<file path="config.mk">
export PLATFORM = sky130hd
export DESIGN_NAME = thermal_irq_ctrl
export DESIGN_NICKNAME = d
export VERILOG_FILES = /design/src/rtl/tic_pkg.sv /design/src/rtl/tic_channel.sv /design/src/rtl/tic_irq_merge.sv /design/src/rtl/thermal_irq_ctrl.sv
export SDC_FILE = /design/constraint.sdc
export NUM_CORES = 2
export LEC_CHECK = 0
export ABC_AREA = 0
export BUFFER_PORTS_ARGS = -buffer_cell sky130_fd_sc_hd__buf_4
export CAP_MARGIN = 20
export CORE_ASPECT_RATIO = 1.75
export CORE_MARGIN = 1
export CORE_UTILIZATION = 60
export DETAILED_ROUTE_END_ITERATION = 6
export GPL_TIMING_DRIVEN = 0
export PLACE_DENSITY = 0.76
export SYNTH_ARGS = -nofsm -noshare
export SYNTH_HDL_FRONTEND = slang
export SYNTH_SLANG_ARGS = --single-unit
export TNS_END_PERCENT = 1
</file>
<file path="constraint.sdc">
create_clock -name clk -period 6.66 [get_ports clk]
set_clock_uncertainty 0.2 [all_clocks]
set_input_delay 0.666 -clock clk [delete_from_list [all_inputs] [get_ports clk]]
set_output_delay 0.666 -clock clk [all_outputs]
set_load 0.02 [all_outputs]
</file>
<file path="src/rtl/tic_pkg.sv">
package tic_pkg;
  typedef enum logic [2:0] {
    SEL_TEMP = 3'd0,
    SEL_LO   = 3'd1,
    SEL_UP   = 3'd2,
    SEL_CRIT = 3'd3,
    SEL_CTL  = 3'd4,
    SEL_STAT = 3'd5,
    SEL_EN   = 3'd6,
    SEL_NONE = 3'd7
  } sel_e;

  // event bit positions shared by mask, clear, status and enable fields
  localparam int EV_UP   = 0;
  localparam int EV_LO   = 1;
  localparam int EV_CRIT = 2;
  localparam int CLR_OFS = 4;
endpackage

</file>
<file path="src/rtl/tic_channel.sv">
module tic_channel #(
  parameter int TW   = 12,
  parameter int HOLD = 6
) (
  input  logic          clk,
  input  logic          rst,
  input  logic          hit,
  input  logic [TW-1:0] smp_val,
  input  logic          wr_lo,
  input  logic          wr_up,
  input  logic          wr_cr,
  input  logic          wr_ctl,
  input  logic [TW-1:0] wval,
  input  logic [5:0]    wctl,
  output logic [TW-1:0] lo_th,
  output logic [TW-1:0] up_th,
  output logic [TW-1:0] cr_th,
  output logic [2:0]    mask,
  output logic [2:0]    clr,
  output logic [2:0]    stat,
  output logic [TW-1:0] temp,
  output logic          valid
);
  import tic_pkg::*;
  localparam int CW = $clog2(HOLD + 1);

  logic [CW-1:0] hold_cnt;
  logic [2:0]    cmp;

  always_comb begin
    cmp[EV_UP]   = $signed(smp_val) >= $signed(up_th);
    cmp[EV_LO]   = $signed(smp_val) <= $signed(lo_th);
    cmp[EV_CRIT] = $signed(smp_val) >= $signed(cr_th);
  end

  always_ff @(posedge clk) begin
    if (rst) begin
      lo_th <= '0;
      up_th <= '0;
      cr_th <= '0;
      mask  <= 3'b111;
      clr   <= 3'b000;
    end else begin
      if (wr_lo)  lo_th <= wval;
      if (wr_up)  up_th <= wval;
      if (wr_cr)  cr_th <= wval;
      if (wr_ctl) {clr, mask} <= wctl;
    end
  end

  always_ff @(posedge clk) begin
    if (rst) begin
      stat <= '0;
    end else begin
      for (int b = 0; b < 3; b++) begin
        if (clr[b])   stat[b] <= 1'b0;
        else if (hit) stat[b] <= cmp[b];
      end
    end
  end

  always_ff @(posedge clk) begin
    if (rst) begin
      temp     <= '0;
      hold_cnt <= '0;
    end else if (hit) begin
      temp     <= smp_val;
      hold_cnt <= CW'(HOLD);
    end else if (hold_cnt != '0) begin
      hold_cnt <= hold_cnt - 1'b1;
    end
  end

  assign valid = (hold_cnt == '0);

  assert_valid_drop_R11: assert property (@(posedge clk) disable iff (rst)
    hit |=> !valid);
  assert_clear_forces_R7: assert property (@(posedge clk) disable iff (rst)
    clr[EV_UP] |=> !stat[EV_UP]);
  assert_status_holds_R6: assert property (@(posedge clk) disable iff (rst)
    (!hit && !clr[EV_LO]) |=> $stable(stat[EV_LO]));
endmodule

</file>
<file path="src/rtl/tic_irq_merge.sv">
module tic_irq_merge #(
  parameter int NUM_CH = 16
) (
  input  logic              clk,
  input  logic              rst,
  input  logic [NUM_CH-1:0] st_up,
  input  logic [NUM_CH-1:0] st_lo,
  input  logic [NUM_CH-1:0] st_cr,
  input  logic [NUM_CH-1:0] m_up,
  input  logic [NUM_CH-1:0] m_lo,
  input  logic [NUM_CH-1:0] m_cr,
  input  logic [2:0]        en,
  output logic              irq_limit,
  output logic              irq_crit
);
  import tic_pkg::*;

  always_ff @(posedge clk) begin
    if (rst) begin
      irq_limit <= 1'b0;
      irq_crit  <= 1'b0;
    end else begin
      irq_limit <= (en[EV_UP] && |(st_up & ~m_up)) ||
                   (en[EV_LO] && |(st_lo & ~m_lo));
      irq_crit  <= en[EV_CRIT] && |(st_cr & ~m_cr);
    end
  end

  assert_disabled_quiet_R9: assert property (@(posedge clk) disable iff (rst)
    (en == 3'b000) |=> (!irq_limit && !irq_crit));
  assert_all_masked_R8: assert property (@(posedge clk) disable iff (rst)
    ((&m_up) && (&m_lo)) |=> !irq_limit);
  assert_crit_masked_R10: assert property (@(posedge clk) disable iff (rst)
    (&m_cr) |=> !irq_crit);
endmodule

</file>
<file path="src/rtl/thermal_irq_ctrl.sv">
module thermal_irq_ctrl #(
  parameter int NUM_CH = 16,
  parameter int TW     = 12,
  parameter int DW     = 16,
  parameter int HOLD   = 6,
  localparam int CHW   = (NUM_CH > 1) ? $clog2(NUM_CH) : 1,
  localparam int AW    = 3 + CHW
) (
  input  logic          clk,
  input  logic          rst,
  input  logic          smp_vld,
  input  logic [CHW-1:0] smp_ch,
  input  logic [TW-1:0] smp_val,
  input  logic          reg_we,
  input  logic [AW-1:0] reg_addr,
  input  logic [DW-1:0] reg_wdata,
  output logic [DW-1:0] reg_rdata,
  output logic          irq_limit,
  output logic          irq_crit
);
  import tic_pkg::*;
  localparam int PAD = DW - 1 - TW;

  sel_e           a_sel;
  logic [CHW-1:0] a_ch;
  logic [2:0]     en;
  logic [NUM_CH-1:0] st_up, st_lo, st_cr, m_up, m_lo, m_cr, vld;
  logic [TW-1:0]  lo_th [NUM_CH];
  logic [TW-1:0]  up_th [NUM_CH];
  logic [TW-1:0]  cr_th [NUM_CH];
  logic [TW-1:0]  temp  [NUM_CH];
  logic [2:0]     mask  [NUM_CH];
  logic [2:0]     clr   [NUM_CH];
  logic [2:0]     stat  [NUM_CH];
  logic [DW-1:0]  rd_mux;
  logic           unused_wdata;

  assign a_sel = sel_e'(reg_addr[AW-1:CHW]);
  assign a_ch  = reg_addr[CHW-1:0];
  assign unused_wdata = ^reg_wdata[DW-1:TW];

  for (genvar i = 0; i < NUM_CH; i++) begin : g_ch
    logic ch_sel;
    assign ch_sel = (a_ch == CHW'(i));
    tic_channel #(.TW(TW), .HOLD(HOLD)) u_ch (
      .clk(clk), .rst(rst),
      .hit(smp_vld && (smp_ch == CHW'(i))),
      .smp_val(smp_val),
      .wr_lo(reg_we && ch_sel && a_sel == SEL_LO),
      .wr_up(reg_we && ch_sel && a_sel == SEL_UP),
      .wr_cr(reg_we && ch_sel && a_sel == SEL_CRIT),
      .wr_ctl(reg_we && ch_sel && a_sel == SEL_CTL),
      .wval(reg_wdata[TW-1:0]),
      .wctl({reg_wdata[CLR_OFS+2:CLR_OFS], reg_wdata[2:0]}),
      .lo_th(lo_th[i]), .up_th(up_th[i]), .cr_th(cr_th[i]),
      .mask(mask[i]), .clr(clr[i]), .stat(stat[i]),
      .temp(temp[i]), .valid(vld[i])
    );
    assign st_up[i] = stat[i][EV_UP];
    assign st_lo[i] = stat[i][EV_LO];
    assign st_cr[i] = stat[i][EV_CRIT];
    assign m_up[i]  = mask[i][EV_UP];
    assign m_lo[i]  = mask[i][EV_LO];
    assign m_cr[i]  = mask[i][EV_CRIT];
  end

  always_ff @(posedge clk) begin
    if (rst)                           en <= 3'b000;
    else if (reg_we && a_sel == SEL_EN) en <= reg_wdata[2:0];
  end

  always_comb begin
    rd_mux = '0;
    for (int i = 0; i < NUM_CH; i++) begin
      if (a_ch == CHW'(i)) begin
        case (a_sel)
          SEL_TEMP: rd_mux = {vld[i], {PAD{1'b0}}, temp[i]};
          SEL_LO:   rd_mux = {{(DW-TW){lo_th[i][TW-1]}}, lo_th[i]};
          SEL_UP:   rd_mux = {{(DW-TW){up_th[i][TW-1]}}, up_th[i]};
          SEL_CRIT: rd_mux = {{(DW-TW){cr_th[i][TW-1]}}, cr_th[i]};
          SEL_CTL:  rd_mux = DW'({clr[i], 1'b0, mask[i]});
          SEL_STAT: rd_mux = DW'(stat[i]);
          default:  rd_mux = '0;
        endcase
      end
    end
    if (a_sel == SEL_EN) rd_mux = DW'(en);
  end

  always_ff @(posedge clk) begin
    if (rst) reg_rdata <= '0;
    else     reg_rdata <= rd_mux;
  end

  tic_irq_merge #(.NUM_CH(NUM_CH)) u_merge (
    .clk(clk), .rst(rst),
    .st_up(st_up), .st_lo(st_lo), .st_cr(st_cr),
    .m_up(m_up), .m_lo(m_lo), .m_cr(m_cr),
    .en(en), .irq_limit(irq_limit), .irq_crit(irq_crit)
  );

  assert_reset_quiet_R1: assert property (@(posedge clk)
    $past(rst) |-> (!irq_limit && !irq_crit));
endmodule

</file>
==> reports/metrics.yaml, run 1 <==
global_routing:
  grt_pass1_vias: 68548
  grt_pass1_wl_microns: 570000
  grt_max_degree: 50
  grt_use_total: 0.808
  grt_overflow_total: 544
floorplan:
  fp.dieH_microns: 412
  ios: 61
  rows: 150
  start_util: 0.605
  die_width_microns: 236
placed_design:
  routabilityCongestion: 1.27
  dp_hpwl_microns: 254000
  port_buffers: 41
clock_network:
  cts_root_buf: "clkbuf_16"
  cts-resized-gates: 0
  numCtsBuffers: 93
  cts_setup_buffers: 0
  cts_sinks: 979
  cts.htree.levels: 3
  hold_buffers: 0
  clock_path_buffers: 3
synthesis:
  netlist_top_cells_area: "dfxtp_1, ha_1, nand2_1"
  synthArstFlopShare: 0
  synth_edf_count: 0
  yosysMostFrequentCell: "nand2_1"
  post_synth.cell_area_avg_sq_um: 7.74
  synth_top_area_frac: 0.340
  ys_warn_count: 0
  synth_cell_types: 79
  ys_seq_area_frac: 0.340
  netlist_area_sq_mm: 0.0577
  synth-seq-cells: 979
  ys_top_cells_by_count: "nand2_1, dfxtp_1, a21oi_1"
  yosysTopAreaCell: "dfxtp_1"
  syn_inst: 7456
  synth_fp_nets: 8101
  ys.flop_type: "dfxtp_1"
status:
  stop_stage: "global routing"
  tool.error: "[ERROR GRT-0116] Global routing finished with congestion. Check the congestion regions in the DRC Viewer."
  status: "did not finish"
==> layer usage <==
| metal | GRT usage | GRT overflow |
|---|---|---|
| met5 | 0.396 | 1 |
| met4 | 0.829 | 221 |
| met3 | 0.657 | 11 |
| met2 | 0.961 | 307 |
| met1 | 0.801 | 4 |
==> stage by stage <==
stage	utilization	instances	setup WS, ns	setup TNS (ns)	cell area [sq um]
after floorplan	-	7456	2.92	0	57700
after detailed placement	0.635	8766	1.61	0	60600
after CTS	0.669	8931	2.36	0	63800
after global placement	0.625	8713	-0.905	-24.21	59500
==> cell families after synthesis <==
| kind of cell | after synthesis | share of synthesized area |
|---|---|---|
| AOI/OAI and AO/OA | 1876 | 0.196 |
| xor gates and xnor gates | 13 | 0.00197 |
| adders and majority gates | 602 | 0.131 |
| buffers and inverters | 1151 | 0.0824 |
| DFF | 979 | 0.340 |
| muxes | 275 | 0.0648 |
| and+or+nand+nor | 2560 | 0.185 |
==> run 2: changes to the inputs <==
- CORE_ASPECT_RATIO: 1.75 -> default
- CORE_UTILIZATION: 60 -> 40
- PLACE_DENSITY: 0.76 -> default
- PLACE_DENSITY_LB_ADDON: default -> 0.15
==> run 2 against run 1 <==
Against the previous run:
- area after synthesis is the same
- synthesized cell count is the same
- the flow now finishes, with violations (DRC)
==> reports/metrics.yaml, run 2 <==
run:
  cap_violations: 0
setup_path:
  critPathMaxStageDelay_ns: 0.92
  worstSetupStartpointType: "input pin"
  crit_buf_inv: 4
  r2r-end: "reg_rdata[8]"
  cp.arrival_ns: 5.74
  cp.required_ns: 7.00
  r2r_start: "g_ch[8].u_ch.cr_th[8]"
  reg2reg_slack_ns: 2.91
  worstPathMaxFanout: 12
  ff2ff_path_depth: 5
  crit_slowest_cell: "a211oi_1"
  critPathLaunch: "reg_addr[4]"
  path_delay_family: "compound AO/OA/AOI/OAI gates"
  critPathMostFrequentCell: "buf_6"
  path_class: "in2reg"
  crit_chain: "buf_6 -> buf_6 -> buf_2 -> buf_4 -> mux4_2 -> a22oi_1 -> nand4_1 -> a211oi_1 -> o22ai_1"
  endpoint_kind: "flop"
timing:
  setup_viol: 0
  hold_violations: 0
  worst_pin_slew_ns: 1.34
  finalCritPeriodShare: 0.811
  period_minus_slack_ns: 5.40
  finalMaxSlewViolations: 0
  fin_hold_ws_ns: 0.0924
  slew_headroom: 0.104
  max_freq_mhz: 185
  rsz0062_at_grt: "false"
routing:
  drc_errors: 11
  drtPass1Iterations: 7
  wl_per_cell_microns: 39.5
  drt_iter0_drc: 9664
  finalWirelength_microns: 384000
  via_count: 63149
  ant_nets: 0
  routed_via_density: 6.50
min_path:
  hold_start: "reg_wdata[2]"
  holdPathStages: 3
  hold_path.class: "in2reg"
  hold_end: "g_ch[8].u_ch.mask[2]"
pwr:
  p_comb_frac: 0.149
  swShare: 0.312
  intPower_uw: 10500
  share_seq_of_total_power: 0.394
  switchingPower_uw: 4750
  clkPwrFrac: 0.458
  peakVddDrop_mv: 0.261
  finalPower_uw: 15200
  p_leak_uw: 0.0231
  cellPowerDensity_mw_per_mm2: 232
clock_network:
  cts.htree.levels: 3
  cts_sinks: 979
  cts_tree: "built"
  clkTransAtPathRegs_ns: 0.06
  hold_buffers: 0
  clock_path_buffers: 3
  cts-resized-gates: 0
  numCtsBuffers: 117
  cts_root_buf: "clkbuf_16"
  cts_setup_buffers: 0
  clock_latency_ns: 0.79
global_routing:
  grt.met3_usage: 0.190
  met1_usage: 0.630
  met2_usage: 0.713
  grt_overflow_total: 0
  antenna_found_initial: 47
  grt_pass1_vias: 55536
  grt_max_degree: 33
  busiest_layer: "met2"
  grt_pass1_wl_microns: 501000
  grt_use_total: 0.510
finish:
  final_common_cell: "nand2_1"
  drive_gt1_frac: 0.0831
  nets: 8321
  final_core_util: 0.458
  layout_common_cells: "nand2_1, dfxtp_1, a21oi_1"
  design_area_sq_mm: 0.0656
  fillers: 14649
  syn2layout_area_growth_pct: 13.7
placed_design:
  routabilityCongestion: 1.14
  dp_hpwl_microns: 281000
  port_buffers: 41
  place_area_sq_mm: 0.0615
synthesis:
  synthArstFlopShare: 0
  netlist_top_cells_area: "dfxtp_1, ha_1, nand2_1"
  syn_inst: 7456
  ys.flop_type: "dfxtp_1"
  ys_warn_count: 0
  post_synth.cell_area_avg_sq_um: 7.74
  synth-seq-cells: 979
  synth_top_area_frac: 0.340
  yosysTopAreaCell: "dfxtp_1"
  yosysMostFrequentCell: "nand2_1"
  synth_fp_nets: 8101
  synth_cell_types: 79
  ys_top_cells_by_count: "nand2_1, dfxtp_1, a21oi_1"
  netlist_area_sq_mm: 0.0577
  synth_edf_count: 0
  ys_seq_area_frac: 0.340
floorplan:
  die_width_microns: 382
  fp.dieH_microns: 382
  start_util: 0.403
  rows: 139
  core_sq_mm: 0.143
  dieArea_sq_mm: 0.146
  ios: 61
status:
  violations: "DRC"
  status: "finished with violations"
[run 2: per-stage QoR]
stage          setup TNS, ns  instances  setup slack [ns]
6_report                   0       9712              1.26
5_1_grt                    0       9675              1.69
4_1_cts                    0       9668              1.95
3_5_place_dp               0       9455              1.15
3_3_place_gp          -53.74       9400             -1.56
2_1_floorplan              0       7456              2.92
[run 2: logic make-up (layout without fill, tap and decap cells)]
| kind of cell | count (synthesis) | after routing | share of synthesized area |
|---|---|---|---|
| flip-flops | 979 | 979 | 0.340 |
| other | 0 | 39 | 0 |
| AND/OR/NAND/NOR | 2560 | 2560 | 0.185 |
| multiplexers | 275 | 275 | 0.0648 |
| AO/OA/AOI/OAI | 1876 | 1876 | 0.196 |
| XOR/XNOR | 13 | 13 | 0.00197 |
| buffers and inverters | 1151 | 1465 | 0.0824 |
| adder cells (fa/ha/maj) | 602 | 602 | 0.131 |
[run 2: tightest hold or removal path, cell delays in order]
cell and delay [ns]:
buf_4 0.13, and3_1 0.15, a211o_1 0.10
[run 2: layout make-up]
cell class	count	area, sq um	share of cell area
Multi-Input combinational cell	5326	33400	0.508
Sequential cell	979	19600	0.299
Clock buffer	169	3390	0.0517
Inverter	663	2490	0.0379
Tap cell	1903	2380	0.0363
Buffer	488	2320	0.0354
Timing Repair Buffer	101	1390	0.0211
Clock inverter	44	598	0.00911
Antenna cell	39	97.6	0.00149
[run 2: how the worst max path moves through the flow]
stage / to / slack [ns] / depth (start not counted)
3_3_place_gp: g_ch[1].u_ch.stat[2] / -1.56 / 11
5_1_grt: reg_rdata[8] / 1.69 / 9
4_1_cts: reg_rdata[8] / 1.95 / 9
2_1_floorplan: g_ch[7].u_ch.stat[2] / 2.92 / 11
3_5_place_dp: reg_rdata[8] / 1.15 / 9
6_report: reg_rdata[8] / 1.26 / 9
[run 2: power groups by stage]
stage               Combinational [uW]  Clock (uW)  Sequential (uW)
floorplan                          924           0             6090
global placement                  2010           0             6110
detailed placement                2100           0             6110
CTS                               2100        6890             5980
global route                      2240        7120             5990
finish                            2260        6960             5990
[run 2: per-layer routing]
metal | routed length [microns] | share of wire
met1 | 145000 | 0.38
met4 | 35400 | 0.092
met5 | 412 | 0.0011
met2 | 152000 | 0.40
met3 | 51000 | 0.13
No activity file was read; power rests on OpenSTA's default activity.
